<file path="config.mk">
export PLATFORM = sky130hd
export DESIGN_NAME = sram_lane_ctrl
export DESIGN_NICKNAME = d
export VERILOG_FILES = /design/src/rtl/sram_lane_pkg.sv /design/src/rtl/phase_timer.sv /design/src/rtl/lane_map.sv /design/src/rtl/rd_align.sv /design/src/rtl/sram_lane_ctrl.sv
export SDC_FILE = /design/constraint.sdc
export NUM_CORES = 1
export LEC_CHECK = 0
export BUFFER_PORTS_ARGS = -buffer_cell sky130_fd_sc_hd__buf_4
export CAP_MARGIN = 20
export CORE_MARGIN = 2
export CORE_UTILIZATION = 53
export CTS_CLUSTER_SIZE = 25
export DETAILED_ROUTE_END_ITERATION = 8
export GPL_ROUTABILITY_DRIVEN = 0
export HOLD_SLACK_MARGIN = 0.1
export PLACE_DENSITY = 0.86
export SETUP_SLACK_MARGIN = 0.4
export SYNTH_ARGS = -nofsm -noshare
export SYNTH_HDL_FRONTEND = slang
export SYNTH_SLANG_ARGS = --single-unit
export TNS_END_PERCENT = 20
</file>
<file path="constraint.sdc">
create_clock -name clk_i -period 4.1 [get_ports clk_i]
set_clock_uncertainty 0.15 [all_clocks]
set_input_delay 0 -clock clk_i [delete_from_list [all_inputs] [get_ports clk_i]]
set_output_delay 0 -clock clk_i [all_outputs]
set_load 0.03 [all_outputs]
</file>
<file path="src/rtl/sram_lane_pkg.sv">
package sram_lane_pkg;
  localparam logic [1:0] ORG_W32 = 2'b00;
  localparam logic [1:0] ORG_W16 = 2'b01;

  typedef enum logic [2:0] {
    ST_IDLE,
    ST_WSETUP,
    ST_WPULSE,
    ST_WHOLD,
    ST_RACC,
    ST_RCAP,
    ST_TURN
  } ctrl_state_e;
endpackage

</file>
<file path="src/rtl/phase_timer.sv">
module phase_timer #(
  parameter int CW = 2
) (
  input  logic          clk_i,
  input  logic          rst_ni,
  input  logic          load_i,
  input  logic [CW-1:0] val_i,
  output logic          done_o
);
  logic [CW-1:0] cnt_q;

  always_ff @(posedge clk_i or negedge rst_ni) begin
    if (!rst_ni)             cnt_q <= '0;
    else if (load_i)         cnt_q <= val_i;
    else if (cnt_q != '0)    cnt_q <= cnt_q - 1'b1;
  end

  assign done_o = (cnt_q == '0);

  assert_cnt_floor_R2: assert property (@(posedge clk_i) disable iff (!rst_ni)
    (!load_i && cnt_q == '0) |=> (cnt_q == '0));
endmodule

</file>
<file path="src/rtl/lane_map.sv">
module lane_map
  import sram_lane_pkg::*;
#(
  parameter int LW = 8,
  localparam int NL = 4,
  localparam int DW = NL * LW
) (
  input  logic [1:0]    mode_i,
  input  logic [1:0]    lane_sel_i,
  input  logic [NL-1:0] be_i,
  input  logic [DW-1:0] wdata_i,
  output logic [NL-1:0] cs_mask_o,
  output logic [NL-1:0] we_mask_o,
  output logic [DW-1:0] wbus_o
);
  for (genvar l = 0; l < NL; l++) begin : g_lane
    logic          sel;
    logic          wen;
    logic [LW-1:0] wb;

    always_comb begin
      case (mode_i)
        ORG_W32: begin
          sel = 1'b1;
          wen = be_i[l];
          wb  = wdata_i[l*LW +: LW];
        end
        ORG_W16: begin
          sel = (lane_sel_i[1] == (l >= 2));
          wen = sel & be_i[l % 2];
          wb  = wdata_i[(l % 2)*LW +: LW];
        end
        default: begin
          sel = (lane_sel_i == 2'(l));
          wen = sel;
          wb  = wdata_i[LW-1:0];
        end
      endcase
    end

    assign cs_mask_o[l]         = sel;
    assign we_mask_o[l]         = wen;
    assign wbus_o[l*LW +: LW]   = wb;
  end
endmodule

</file>
<file path="src/rtl/rd_align.sv">
module rd_align
  import sram_lane_pkg::*;
#(
  parameter int LW = 8,
  localparam int DW = 4 * LW
) (
  input  logic [1:0]    mode_i,
  input  logic [1:0]    lane_sel_i,
  input  logic [DW-1:0] dq_i,
  output logic [DW-1:0] rdata_o
);
  always_comb begin
    rdata_o = '0;
    case (mode_i)
      ORG_W32: rdata_o = dq_i;
      ORG_W16: rdata_o[2*LW-1:0] = lane_sel_i[1] ? dq_i[DW-1:2*LW] : dq_i[2*LW-1:0];
      default: rdata_o[LW-1:0]   = dq_i[lane_sel_i*LW +: LW];
    endcase
  end
endmodule

</file>
<file path="src/rtl/sram_lane_ctrl.sv">
module sram_lane_ctrl
  import sram_lane_pkg::*;
#(
  parameter int AW       = 19,
  parameter int LW       = 8,
  parameter int T_SETUP  = 1,
  parameter int T_PULSE  = 1,
  parameter int T_HOLD   = 1,
  parameter int T_ACCESS = 2,
  parameter int T_TURN   = 1,
  localparam int DW      = 4 * LW,
  localparam int HAW     = AW + 2
) (
  input  logic           clk_i,
  input  logic           rst_ni,
  input  logic [1:0]     mode_i,
  input  logic           req_i,
  input  logic           we_i,
  input  logic [HAW-1:0] addr_i,
  input  logic [3:0]     be_i,
  input  logic [DW-1:0]  wdata_i,
  output logic           ready_o,
  output logic           rvalid_o,
  output logic [DW-1:0]  rdata_o,
  output logic [AW-1:0]  sram_addr_o,
  output logic [3:0]     sram_cs_no,
  output logic [3:0]     sram_we_no,
  output logic           sram_oe_no,
  output logic [DW-1:0]  sram_dq_o,
  input  logic [DW-1:0]  sram_dq_i,
  output logic           sram_dq_oe_o
);
  localparam int M1   = (T_SETUP > T_PULSE) ? T_SETUP : T_PULSE;
  localparam int M2   = (T_HOLD > T_ACCESS) ? T_HOLD : T_ACCESS;
  localparam int M3   = (M1 > M2) ? M1 : M2;
  localparam int MAXT = (M3 > T_TURN) ? M3 : T_TURN;
  localparam int CW   = $clog2(MAXT + 1);
  localparam int TURN_LD = (T_TURN > 0) ? T_TURN - 1 : 0;

  ctrl_state_e   st_q, st_d;
  logic          ld;
  logic [CW-1:0] ld_val;
  logic          t_done;

  logic [AW-1:0] addr_q;
  logic [1:0]    lane_q, org_q;
  logic [3:0]    cs_q, we_q;
  logic [DW-1:0] wbus_q, rdata_q;
  logic          rvalid_q;

  logic [3:0]    map_cs, map_we;
  logic [DW-1:0] map_wbus, rd_aligned;

  lane_map #(.LW(LW)) u_map (
    .mode_i     (mode_i),
    .lane_sel_i (addr_i[1:0]),
    .be_i       (be_i),
    .wdata_i    (wdata_i),
    .cs_mask_o  (map_cs),
    .we_mask_o  (map_we),
    .wbus_o     (map_wbus)
  );

  rd_align #(.LW(LW)) u_align (
    .mode_i     (org_q),
    .lane_sel_i (lane_q),
    .dq_i       (sram_dq_i),
    .rdata_o    (rd_aligned)
  );

  phase_timer #(.CW(CW)) u_timer (
    .clk_i  (clk_i),
    .rst_ni (rst_ni),
    .load_i (ld),
    .val_i  (ld_val),
    .done_o (t_done)
  );

  always_comb begin
    st_d   = st_q;
    ld     = 1'b0;
    ld_val = '0;
    unique case (st_q)
      ST_IDLE: if (req_i) begin
        ld = 1'b1;
        if (we_i) begin
          st_d   = ST_WSETUP;
          ld_val = CW'(T_SETUP - 1);
        end else begin
          st_d   = ST_RACC;
          ld_val = CW'(T_ACCESS - 1);
        end
      end
      ST_WSETUP: if (t_done) begin
        st_d = ST_WPULSE; ld = 1'b1; ld_val = CW'(T_PULSE - 1);
      end
      ST_WPULSE: if (t_done) begin
        st_d = ST_WHOLD; ld = 1'b1; ld_val = CW'(T_HOLD - 1);
      end
      ST_WHOLD: if (t_done) st_d = ST_IDLE;
      ST_RACC:  if (t_done) st_d = ST_RCAP;
      ST_RCAP: begin
        if (T_TURN > 0) begin
          st_d = ST_TURN; ld = 1'b1; ld_val = CW'(TURN_LD);
        end else begin
          st_d = ST_IDLE;
        end
      end
      ST_TURN: if (t_done) st_d = ST_IDLE;
      default: st_d = ST_IDLE;
    endcase
  end

  always_ff @(posedge clk_i or negedge rst_ni) begin
    if (!rst_ni) begin
      st_q     <= ST_IDLE;
      addr_q   <= '0;
      lane_q   <= '0;
      org_q    <= ORG_W32;
      cs_q     <= '0;
      we_q     <= '0;
      wbus_q   <= '0;
      rdata_q  <= '0;
      rvalid_q <= 1'b0;
    end else begin
      st_q     <= st_d;
      rvalid_q <= (st_q == ST_RCAP);
      if (st_q == ST_RCAP) rdata_q <= rd_aligned;
      if (st_q == ST_IDLE && req_i) begin
        addr_q <= addr_i[HAW-1:2];
        lane_q <= addr_i[1:0];
        org_q  <= mode_i;
        cs_q   <= map_cs;
        we_q   <= we_i ? map_we : '0;
        wbus_q <= map_wbus;
      end
    end
  end

  logic wr_phase, rd_phase;
  assign wr_phase = (st_q == ST_WSETUP) || (st_q == ST_WPULSE) || (st_q == ST_WHOLD);
  assign rd_phase = (st_q == ST_RACC) || (st_q == ST_RCAP);

  assign ready_o      = (st_q == ST_IDLE);
  assign rvalid_o     = rvalid_q;
  assign rdata_o      = rdata_q;
  assign sram_addr_o  = addr_q;
  assign sram_cs_no   = (wr_phase || rd_phase) ? ~cs_q : '1;
  assign sram_we_no   = (st_q == ST_WPULSE) ? ~we_q : '1;
  assign sram_oe_no   = ~rd_phase;
  assign sram_dq_o    = wbus_q;
  assign sram_dq_oe_o = wr_phase;

  assert_we_inside_cs_R2: assert property (@(posedge clk_i) disable iff (!rst_ni)
    ((~sram_we_no) & sram_cs_no) == 4'b0000);

  assert_we_after_cs_R2: assert property (@(posedge clk_i) disable iff (!rst_ni)
    (sram_we_no != 4'hF && $past(sram_we_no) == 4'hF) |-> ($past(sram_cs_no) == sram_cs_no));

  assert_wdata_stable_R3: assert property (@(posedge clk_i) disable iff (!rst_ni)
    (sram_dq_oe_o && $past(sram_dq_oe_o)) |-> $stable(sram_dq_o));

  assert_rvalid_pulse_R4: assert property (@(posedge clk_i) disable iff (!rst_ni)
    rvalid_o |=> !rvalid_o);

  assert_byte_one_cs_R9: assert property (@(posedge clk_i) disable iff (!rst_ni)
    (org_q[1] && sram_cs_no != 4'hF) |-> ($countones(~sram_cs_no) == 1));

  assert_half_pair_cs_R9: assert property (@(posedge clk_i) disable iff (!rst_ni)
    (org_q == ORG_W16 && sram_cs_no != 4'hF) |-> (sram_cs_no == 4'b1100 || sram_cs_no == 4'b0011));

  assert_addr_stable_R10: assert property (@(posedge clk_i) disable iff (!rst_ni)
    (sram_cs_no != 4'hF && $past(sram_cs_no) != 4'hF) |-> $stable(sram_addr_o));

  assert_busy_after_accept_R11: assert property (@(posedge clk_i) disable iff (!rst_ni)
    (ready_o && req_i) |=> !ready_o);

  assert_oe_not_with_we_R12: assert property (@(posedge clk_i) disable iff (!rst_ni)
    !sram_oe_no |-> (sram_we_no == 4'hF));

  assert_oe_not_with_drive_R12: assert property (@(posedge clk_i) disable iff (!rst_ni)
    sram_dq_oe_o |-> sram_oe_no);
endmodule

</file>
==> results.sh, run 1 <==
export IMPL_outcome="completed"
export IMPL_cts_buffers=9
export IMPL_fin_setup_tns_ps=0
export IMPL_cts_hold_buf=136
export IMPL_worstSetupStartpointType="primary input"
export IMPL_start_util=0.550
export IMPL_drt_total_wl_um=19600
export IMPL_grt_pass1_vias=5826
export IMPL_layout_commonest_cell="buf_4"
export IMPL_num_rows=34
export IMPL_netlist_instances=519
export IMPL_path_max_fanout=11
export IMPL_nFillCells=360
export IMPL_power_total_mw=5.94
export IMPL_drtIter0Drc=363
export IMPL_synth_top_family_by_area="simple AND/OR/NAND/NOR gates"
export IMPL_ys_types=33
export IMPL_htreeDepth=3
export IMPL_grt_pass1_wl_um=30300
export IMPL_design_core_area_sq_um=8760
export IMPL_dr_pass1_iters=5
export IMPL_die_area_sq_um=9880
export IMPL_ff2ff_path_depth=5
export IMPL_layout_setup_ws_ps=839
export IMPL_avgViaCountPerCell=5.85
export IMPL_final_max_slew_viol_count=0
export IMPL_synthMuxAreaShare=0.102
export IMPL_fp_dieW_um=99.4
export IMPL_cts_resized=0
export IMPL_post_cts_buffers=0
export IMPL_overflow=0
export IMPL_die_h_um=99.4
export IMPL_yosys_area_share_adder=0.00259
export IMPL_worstPathArrival_ps=3290
export IMPL_avgSynthCellArea_sq_um=9.29
export IMPL_timing_hold_ws_ps=112
export IMPL_clk_latency_ps=360
export IMPL_hpwl_um=9770
export IMPL_slew_headroom=0.303
export IMPL_ioPinCount=190
export IMPL_hold_class="in2async"
export IMPL_clk_pin_slew_ps=100
export IMPL_io_buffers=189
export IMPL_ctsLongestPathBuffers=2
export IMPL_grt_max_degree=64
export IMPL_synth_xor_area_frac=0.00182
export IMPL_dp_slack_ps=1660
export IMPL_fin_crit_sh=0.795
export IMPL_antenna_left=0
export IMPL_diodes=0
export IMPL_dr_total_vias=5499
export IMPL_synth_simple_area_share=0.211
export IMPL_hold_viol_final=0
export IMPL_min_period_ps=3260
export IMPL_grt_total_usage=0.396
export IMPL_nNetsFinal=923
export IMPL_wl_per_cell_um=20.9
export IMPL_power_density_nw_per_um2=760
export IMPL_worstMarginPinSlew_ps=1040
export IMPL_mostFrequentLayoutCells="buf_4, nand2_1, dlygate4sd3_1, dfrtp_1, nor2_1"
export IMPL_peakVddDrop_mv=0.493
export IMPL_drc=0
export IMPL_fin_cells=940
export IMPL_design_area_sq_um=7810
export IMPL_syn_area_sq_um=4820
export IMPL_synth_nets=615
export IMPL_worst_setup_path_type="in2reg"
export IMPL_end_kind="flip-flop"
export IMPL_dp_cells=787
export IMPL_ys_warn_count=0
export IMPL_rsz0062_at_grt="no"
export IMPL_synth_compound_area_frac=0.114
export IMPL_final_core_util=0.892
export IMPL_required_ps=4120
export IMPL_cts_sinks=101
export IMPL_max_cap_violations=0
export IMPL_leakage_nw=3.89
export IMPL_max_freq_mhz=307
export IMPL_clk_root_buffer_cell="clkbuf_8"
export IMPL_antenna_found_initial=0
export IMPL_postPlaceCellArea_sq_um=6220
export IMPL_setup_violations=0
export IMPL_drive_gt1_frac=0.297
export IMPL_areaGrowthSynthToFinish_pct=62.0
export IMPL_synth_seq_cells=101
export IMPL_tritoncts="done"
export IMPL_ys_seq_area_frac=0.524
## worst max-delay path, stage by stage
cell	delay, ps
dlygate4sd3_1	550
buf_4	250
mux2i_1	320
dlygate4sd3_1	650
nor2_1	50
dlygate4sd3_1	580
a21oi_1	190
dlygate4sd3_1	580
o21ai_0	100
## layer usage
layer / track usage / share of wire
met1: 0.449 / 0.34
met2: 0.688 / 0.50
met3: 0.0956 / 0.096
met4: 0.217 / 0.059
met5: 0 / 0
## power breakdown
part | internal, mW | leakage [nW] | switching (mW) | total (mW)
logic | 1.23 | 2.55 | 2.09 | 3.32
registers | 1.48 | 1.24 | 0.434 | 1.91
clock network | 0.346 | 0.106 | 0.365 | 0.712
## synth_stat cells
cell	n	share of area
nand2_1	160	0.12
dfrtp_1	101	0.52
nor2_1	51	0.040
mux2i_1	40	0.083
a21oi_1	28	0.029
a21oi_2	20	0.036
nand3_1	19	0.020
o21ai_0	19	0.020
buf_2	11	0.011
buf_4	10	0.016
a221oi_1	9	0.016
mux2_2	8	0.019
clkbuf_1	7	0.0054
o21ai_1	6	0.0062
buf_6	4	0.0093
inv_1	4	0.0031
nand2b_1	4	0.0052
nand2_2	3	0.0039
a31oi_1	1	0.0013
ha_1	1	0.0026
inv_2	1	0.00078
nand3_2	1	0.0021
nor2_2	1	0.0013
nor2_4	1	0.0023
nor2b_1	1	0.0013
nor3_4	1	0.0034
nor3b_1	1	0.0016
nor3b_2	1	0.0026
nor4b_2	1	0.0031
o21a_1	1	0.0016
o22ai_1	1	0.0013
o32ai_1	1	0.0018
xor2_1	1	0.0018
## final timing paths
check,start,endpoint,slack [ps]
setup / recovery,mode_i[0],sram_dq_o[26]$_DFFE_PN0P_,840
hold / removal,rst_ni,rdata_o[27]$_DFFE_PN0P_,110
setup reg to reg,st_q[1]$_DFFE_PN0P_,we_q[3]$_DFFE_PN0P_,1290
hold reg to reg,rdata_o[24]$_DFFE_PN0P_,rdata_o[24]$_DFFE_PN0P_,340
max in group asynchronous,rst_ni,sram_addr_o[16]$_DFFE_PN0P_,2650
min in group clk_i,addr_i[4],sram_addr_o[2]$_DFFE_PN0P_,220
## area by class of cell
| type | instances | area, sq um | area share |
|---|---|---|---|
| Clock buffer | 9 | 124 | 0.0159 |
| Clock inverter | 7 | 97.6 | 0.0125 |
| Inverter | 5 | 18.8 | 0.00240 |
| Multi-Input combinational cell | 381 | 2080 | 0.267 |
| Sequential cell | 101 | 2530 | 0.323 |
| Tap cell | 108 | 135 | 0.0173 |
| Timing Repair Buffer | 329 | 2830 | 0.362 |
## state kept, by name, indices dropped and copies added (netlist names)
name	flops
st_q	3
rvalid_o	1
cs_q	4
org_q	2
we_q	4
sram_dq_o	32
rdata_o	32
lane_q	2
sram_addr_o	19
u_timer.cnt_q	2
## logic make-up (layout without fill, tap and decap cells)
logic type | count (synthesis) | count (layout)
AND/OR/NAND/NOR | 245 | 245
flip-flops | 101 | 101
AO/OA/AOI/OAI | 86 | 86
multiplexers | 48 | 48
buffers and inverters | 37 | 350
adder cells (fa/ha/maj) | 1 | 1
XOR/XNOR | 1 | 1
(Power assumes the default switching activity.)
==> run 2: changes to the inputs <==
--- a/config.mk
+++ b/config.mk
@@ -8,12 +8,12 @@
 export BUFFER_PORTS_ARGS = -buffer_cell sky130_fd_sc_hd__buf_4
 export CAP_MARGIN = 20
 export CORE_MARGIN = 2
-export CORE_UTILIZATION = 53
+export CORE_UTILIZATION = 49
 export CTS_CLUSTER_SIZE = 25
 export DETAILED_ROUTE_END_ITERATION = 8
 export GPL_ROUTABILITY_DRIVEN = 0
 export HOLD_SLACK_MARGIN = 0.1
-export PLACE_DENSITY = 0.86
+export PLACE_DENSITY = 0.8
 export SETUP_SLACK_MARGIN = 0.4
 export SYNTH_ARGS = -nofsm -noshare
 export SYNTH_HDL_FRONTEND = slang
==> constraint.sdc (replaced) <==
create_clock -name clk_i -period 3.2 [get_ports clk_i]
set_clock_uncertainty 0.15 [all_clocks]
set_input_delay 0 -clock clk_i [delete_from_list [all_inputs] [get_ports clk_i]]
set_output_delay 0 -clock clk_i [all_outputs]
set_load 0.03 [all_outputs]
==> run 2 against run 1 <==
Compared with the run above: hold slack improved by 13 ps; largest power group unchanged; critical path type unchanged; sequential power rose by 26%; wire length fell by 12%; first-iteration DRC count fell by 33%; via count fell by 7.0%; sequential share of layout area rose by 0.39 points; critical path depth did not move; design area fell by 1.2%; count of clock-buffer cells in the layout rose by 2; clock power fell by 0.6%; die area rose by 7.8%; sequential cell count did not move.
==> results.sh, run 2 (same netlist as run 1, synthesis figures left out) <==
export IMPL_outcome="completed"
export IMPL_clk_root_buffer_cell="clkbuf_8"
export IMPL_antenna_left=0
export IMPL_clk_pin_slew_ps=100
export IMPL_die_h_um=103
export IMPL_diodes=0
export IMPL_end_kind="flip-flop"
export IMPL_mostFrequentLayoutCells="buf_4, nand2_1, dlygate4sd3_1, dfrtp_1, nor2_1"
export IMPL_grt_max_degree=66
export IMPL_dr_total_vias=5116
export IMPL_worst_path_buf_inv=5
export IMPL_drive_gt1_frac=0.300
export IMPL_worst_setup_path_type="in2reg"
export IMPL_drtIter0Drc=243
export IMPL_clk_latency_ps=360
export IMPL_power_density_nw_per_um2=934
export IMPL_rsz0062_at_grt="no"
export IMPL_max_freq_mhz=363
export IMPL_critical_path_max_stage_delay_ps=590
export IMPL_met1_usage=0.372
export IMPL_worstPathArrival_ps=2820
export IMPL_tritoncts="done"
export IMPL_worstSetupStartpointType="primary input"
export IMPL_cts_resized=0
export IMPL_areaGrowthSynthToFinish_pct=60.1
export IMPL_slew_headroom=0.337
export IMPL_avgViaCountPerCell=5.33
export IMPL_min_period_ps=2760
export IMPL_fin_cells=960
export IMPL_grt_pass1_wl_um=26400
export IMPL_num_rows=36
export IMPL_layout_setup_ws_ps=442
export IMPL_design_area_sq_um=7720
export IMPL_ioPinCount=190
export IMPL_fin_crit_sh=0.862
export IMPL_grt_total_usage=0.324
export IMPL_grt_busiest_layer="met2"
export IMPL_nNetsFinal=918
export IMPL_fin_setup_tns_ps=0
export IMPL_start_util=0.498
export IMPL_leakage_nw=3.86
export IMPL_die_area_sq_um=10700
export IMPL_cts_sinks=101
export IMPL_cts_buffers=9
export IMPL_cp_cell_sequence="dlygate4sd3_1, buf_4, mux2i_1, dlygate4sd3_1, nor2_1, dlygate4sd3_1, a21oi_1, dlygate4sd3_1, o21ai_1"
export IMPL_final_max_slew_viol_count=0
export IMPL_crit_path_frequent_cell="dlygate4sd3_1"
export IMPL_fp_dieW_um=103
export IMPL_max_cap_violations=0
export IMPL_slowest_stage="dlygate4sd3_1"
export IMPL_drt_total_wl_um=17200
export IMPL_required_ps=3260
export IMPL_overflow=0
export IMPL_io_buffers=189
export IMPL_use_met2=0.568
export IMPL_path_delay_family="buffers and inverters"
export IMPL_hpwl_um=9730
export IMPL_setup_violations=0
export IMPL_dr_pass1_iters=5
export IMPL_htreeDepth=3
export IMPL_dp_cells=816
export IMPL_drc=0
export IMPL_layout_commonest_cell="buf_4"
export IMPL_gr_usage_met3=0.0780
export IMPL_peakVddDrop_mv=0.649
export IMPL_dp_slack_ps=1170
export IMPL_antenna_found_initial=0
export IMPL_design_core_area_sq_um=9680
export IMPL_hold_viol_final=0
export IMPL_ctsLongestPathBuffers=2
export IMPL_final_core_util=0.797
export IMPL_postPlaceCellArea_sq_um=6280
export IMPL_hold_class="in2async"
export IMPL_grt_pass1_vias=5314
export IMPL_wl_per_cell_um=17.9
export IMPL_worstMarginPinSlew_ps=991
export IMPL_path_max_fanout=2
run 2: changes by cell type in the layout (fill, tap and decap cells not counted):
cell	previous run	this run
buf_6	1	0
clkinv_4	1	0
inv_6	1	0
clkbuf_1	0	2
clkinvlp_4	2	1
clkinv_2	1	4
buf_4	191	195
bufinv_16	2	0
dlygate4sd3_1	136	128
run 2: final timing paths:
kind	end	slack, ps	cells past startpoint	start
setup / recovery	sram_dq_o[27]$_DFFE_PN0P_	440	9	wdata_i[11]
hold / removal	rdata_o[24]$_DFFE_PN0P_	130	2	rst_ni
setup reg to reg	we_q[0]$_DFFE_PN0P_	620	5	st_q[1]$_DFFE_PN0P_
hold reg to reg	rdata_o[24]$_DFFE_PN0P_	320	2	rdata_o[24]$_DFFE_PN0P_
max in group asynchronous	sram_dq_o[19]$_DFFE_PN0P_	1950	3	rst_ni
min in group clk_i	cs_q[0]$_DFFE_PN0P_	160	4	mode_i[0]
run 2: through the flow:
step | hold slack, ps | total power [mW]
4_1_cts | 135 | 7.07
5_1_grt | 195 | 7.62
3_3_place_gp | -15.9 | 6.04
3_5_place_dp | 1.17 | 6.17
6_report | 125 | 7.21
2_1_floorplan | -446 | 4.76
run 2: layout make-up:
class	instances	area [sq um]
clock inverter	5	27.5
tap	133	166
multi-input combinational	381	2080
fill	545	1960
timing repair buffer	324	2770
clock buffer	11	131
sequential	101	2530
inverter	5	18.8
run 2: routing by layer:
| layer | vias up | wire [um] |
|---|---|---|
| met5 | - | 0 |
| met4 | 0 | 569 |
| met3 | 64 | 1440 |
| met2 | 290 | 8810 |
| met1 | 2438 | 6360 |
| li1 | 2324 | - |
run 2: where the power goes:
part	switching (mW)	leakage, nW	internal, mW	total, mW
Sequential	0.507	1.24	1.89	2.40
Combinational	2.55	2.54	1.55	4.10
Clock	0.429	0.0829	0.279	0.708
run 2: repair_timing:
action	4_1_cts	5_1_grt
buffers inserted	0	0
hold buffers	128	0
hold endpoints to repair	161	0
==> run 3: changes to the inputs <==
--- a/config.mk
+++ b/config.mk
@@ -8,14 +8,15 @@
 export BUFFER_PORTS_ARGS = -buffer_cell sky130_fd_sc_hd__buf_4
 export CAP_MARGIN = 20
 export CORE_MARGIN = 2
-export CORE_UTILIZATION = 49
+export CORE_UTILIZATION = 50
 export CTS_CLUSTER_SIZE = 25
 export DETAILED_ROUTE_END_ITERATION = 8
 export GPL_ROUTABILITY_DRIVEN = 0
 export HOLD_SLACK_MARGIN = 0.1
-export PLACE_DENSITY = 0.8
+export PLACE_DENSITY = 0.81
 export SETUP_SLACK_MARGIN = 0.4
 export SYNTH_ARGS = -nofsm -noshare
 export SYNTH_HDL_FRONTEND = slang
+export SYNTH_HIERARCHICAL = 1
 export SYNTH_SLANG_ARGS = --single-unit
 export TNS_END_PERCENT = 20
==> run 3 against run 2 <==
Compared with the run above: design area grew 0.23%; worst setup slack gained 190 ps; sequential cell count is the same; sequential share of layout area shrank 0.074 points; critical path depth fell by 5; maximum frequency up 7.3%.
==> results.sh, run 3 <==
export IMPL_outcome="completed"
export IMPL_worst_path_buf_inv=1
export IMPL_drtIter0Drc=357
export IMPL_critical_path_max_stage_delay_ps=670
export IMPL_fin_cells=972
export IMPL_drc=0
export IMPL_post_cts_buffers=0
export IMPL_peakVddDrop_mv=0.465
export IMPL_syn_area_sq_um=5070
export IMPL_worstPathArrival_ps=2670
export IMPL_ys_types=38
export IMPL_ctsLongestPathBuffers=2
export IMPL_slowest_stage="dfrtp_1"
export IMPL_slew_headroom=0.452
export IMPL_ys_flop_type="dfrtp_1"
export IMPL_hpwl_um=9900
export IMPL_worstMarginPinSlew_ps=823
export IMPL_worst_setup_path_type="reg2reg"
export IMPL_grt_pass1_wl_um=28000
export IMPL_synth_area_leader_cell="dfrtp_1"
export IMPL_start_util=0.516
export IMPL_cts_buffers=9
export IMPL_synth_xor_area_frac=0.00173
export IMPL_dr_pass1_iters=5
export IMPL_ys_warn_count=6
export IMPL_nNetsFinal=930
export IMPL_yosysMostFrequentCell="nand2_1"
export IMPL_path_max_fanout=16
export IMPL_antenna_found_initial=0
export IMPL_power_density_nw_per_um2=892
export IMPL_fin_setup_tns_ps=0
export IMPL_die_area_sq_um=11000
export IMPL_max_cap_violations=0
export IMPL_tritoncts="done"
export IMPL_avgViaCountPerCell=5.34
export IMPL_internal_power_mw=3.68
export IMPL_mostFrequentLayoutCells="nand2_1, buf_4, dlygate4sd3_1, dfrtp_1, mux2_2"
export IMPL_ys_top_cells_by_area="dfrtp_1, nand2_1, mux2_2"
export IMPL_power_frac_seq=0.338
export IMPL_synth_compound_area_frac=0.0701
export IMPL_ys_async_sr_fraction=1.00
export IMPL_dp_cells=835
export IMPL_hold_class="in2async"
export IMPL_ioPinCount=190
export IMPL_required_ps=3300
export IMPL_diodes=0
export IMPL_synth_simple_area_share=0.228
export IMPL_synthTopCellsByCount="nand2_1, dfrtp_1, mux2_2"
export IMPL_max_freq_mhz=389
export IMPL_switching_share=0.468
export IMPL_areaGrowthSynthToFinish_pct=52.6
export IMPL_end_kind="flip-flop"
export IMPL_setup_violations=0
export IMPL_min_period_ps=2570
export IMPL_netlist_instances=557
export IMPL_antenna_left=0
export IMPL_cp_cell_sequence="and2_1, a22oi_1, dlygate4sd3_1, mux2_2"
export IMPL_hold_viol_final=0
export IMPL_avgSynthCellArea_sq_um=9.10
export IMPL_p_clk_frac=0.110
export IMPL_comb_power_share=0.551
export IMPL_nFillCells=604
export IMPL_ys_seq_area_frac=0.499
export IMPL_htreeDepth=3
export IMPL_clk_pin_slew_ps=100
export IMPL_wl_per_cell_um=18.2
export IMPL_synth_top_family_by_area="simple AND/OR/NAND/NOR gates"
export IMPL_overflow=0
export IMPL_grt_pass1_vias=5445
export IMPL_synth_edf_count=0
export IMPL_fin_crit_sh=0.803
export IMPL_path_delay_family="flip-flops"
export IMPL_synth_nets=653
export IMPL_grt_max_degree=65
export IMPL_io_buffers=189
export IMPL_drt_total_wl_um=17700
export IMPL_grt_total_usage=0.323
export IMPL_clk_root_buffer_cell="clkbuf_8"
export IMPL_synthMuxAreaShare=0.122
export IMPL_cts_sinks=101
export IMPL_num_rows=36
export IMPL_fp_dieW_um=105
export IMPL_design_core_area_sq_um=9820
export IMPL_net_switching_power_mw=3.23
export IMPL_drive_gt1_frac=0.303
export IMPL_clk_latency_ps=360
export IMPL_rsz0062_at_grt="no"
export IMPL_synth_seq_cells=101
export IMPL_final_max_slew_viol_count=0
export IMPL_worstSetupStartpointType="flip-flop"
export IMPL_dr_total_vias=5195
export IMPL_yosys_area_share_adder=0.00247
export IMPL_layout_commonest_cell="nand2_1"
export IMPL_yosysTopAreaCellShare=0.499
export IMPL_die_h_um=105
export IMPL_leakage_nw=3.99
-- run 3: worst paths after layout --
kind                                      start                           to  slack (ps)  cells after the start
max                        org_q[1]$_DFFE_PN0P_       rdata_o[5]$_DFFE_PN0P_         630                      4
min                                      rst_ni   sram_addr_o[1]$_DFFE_PN0P_         130                      2
max reg2reg                org_q[1]$_DFFE_PN0P_       rdata_o[5]$_DFFE_PN0P_         630                      4
min reg2reg                 we_q[0]$_DFFE_PN0P_          we_q[0]$_DFFE_PN0P_         330                      2
max in group asynchronous                rst_ni         org_q[0]$_DFFE_PN0P_        1960                      3
min in group clk_i                   addr_i[12]  sram_addr_o[10]$_DFFE_PN0P_         220                      4
-- run 3: power by group through the flow --
stage / registers [mW] / logic, mW / clock network, mW
5_1_grt: 2.40 / 4.02 / 0.819
3_3_place_gp: 2.29 / 3.45 / 0
3_5_place_dp: 2.33 / 3.52 / 0
6_report: 2.34 / 3.81 / 0.760
4_1_cts: 2.31 / 3.70 / 0.763
2_1_floorplan: 3.09 / 1.51 / 0
-- run 3: metal layers --
| layer | GRT usage | vias up | wire, um |
|---|---|---|---|
| met5 | 0 | - | 0 |
| met4 | 0.115 | 0 | 466 |
| li1 | - | 2344 | - |
| met2 | 0.589 | 329 | 9200 |
| met1 | 0.371 | 2485 | 6520 |
| met3 | 0.0742 | 37 | 1510 |
-- run 3: repair_timing --
| action | 4_1_cts | 5_1_grt |
|---|---|---|
| hold buffers | 121 | 0 |
| setup endpoints to repair | 0 | 0 |
| endpoints found under the hold margin | 160 | 0 |
| resized for setup | 0 | 0 |
-- run 3: stage by stage --
| step | setup slack, ps | utilization | instance area [sq um] | power [mW] | hold WS (ps) |
|---|---|---|---|---|---|
| 2_1_floorplan | 1310 | - | 5070 | 4.61 | -446 |
| 3_3_place_gp | 1260 | 0.647 | 6350 | 5.74 | -7.09 |
| 3_5_place_dp | 1250 | 0.647 | 6350 | 5.85 | -3.74 |
| 4_1_cts | 745 | 0.788 | 7740 | 6.77 | 154 |
| 5_1_grt | 549 | 0.788 | 7740 | 7.24 | 186 |
| 6_report | 630 | 0.788 | 7740 | 6.91 | 131 |
-- run 3: kinds of logic after synthesis --
| logic type | Yosys count |
|---|---|
| AO/OA/AOI/OAI | 60 |
| XOR/XNOR | 1 |
| adder cells (fa/ha/maj) | 1 |
| buffers and inverters | 61 |
| flip-flops | 101 |
| multiplexers | 57 |
| other | 1 |
| AND/OR/NAND/NOR | 275 |
-- run 3: final cells by class --
class,count,area (sq um),share of cell area
clock buffers,10,128,0.0165
repair buffers,314,2660,0.344
inverters,13,48.8,0.00631
well taps,133,166,0.0215
clock inverters,6,47.5,0.00614
flip-flops and latches,101,2530,0.327
multi-input cells,395,2160,0.279
-- run 3: worst register-to-register path, delay by kind of cell, from the launching register on --
family / cells / cell delay, ps
flip-flops: 1 / 670
buffers and inverters: 1 / 610
AND/OR/NAND/NOR: 1 / 580
multiplexers: 1 / 260
AO/OA/AOI/OAI: 1 / 210
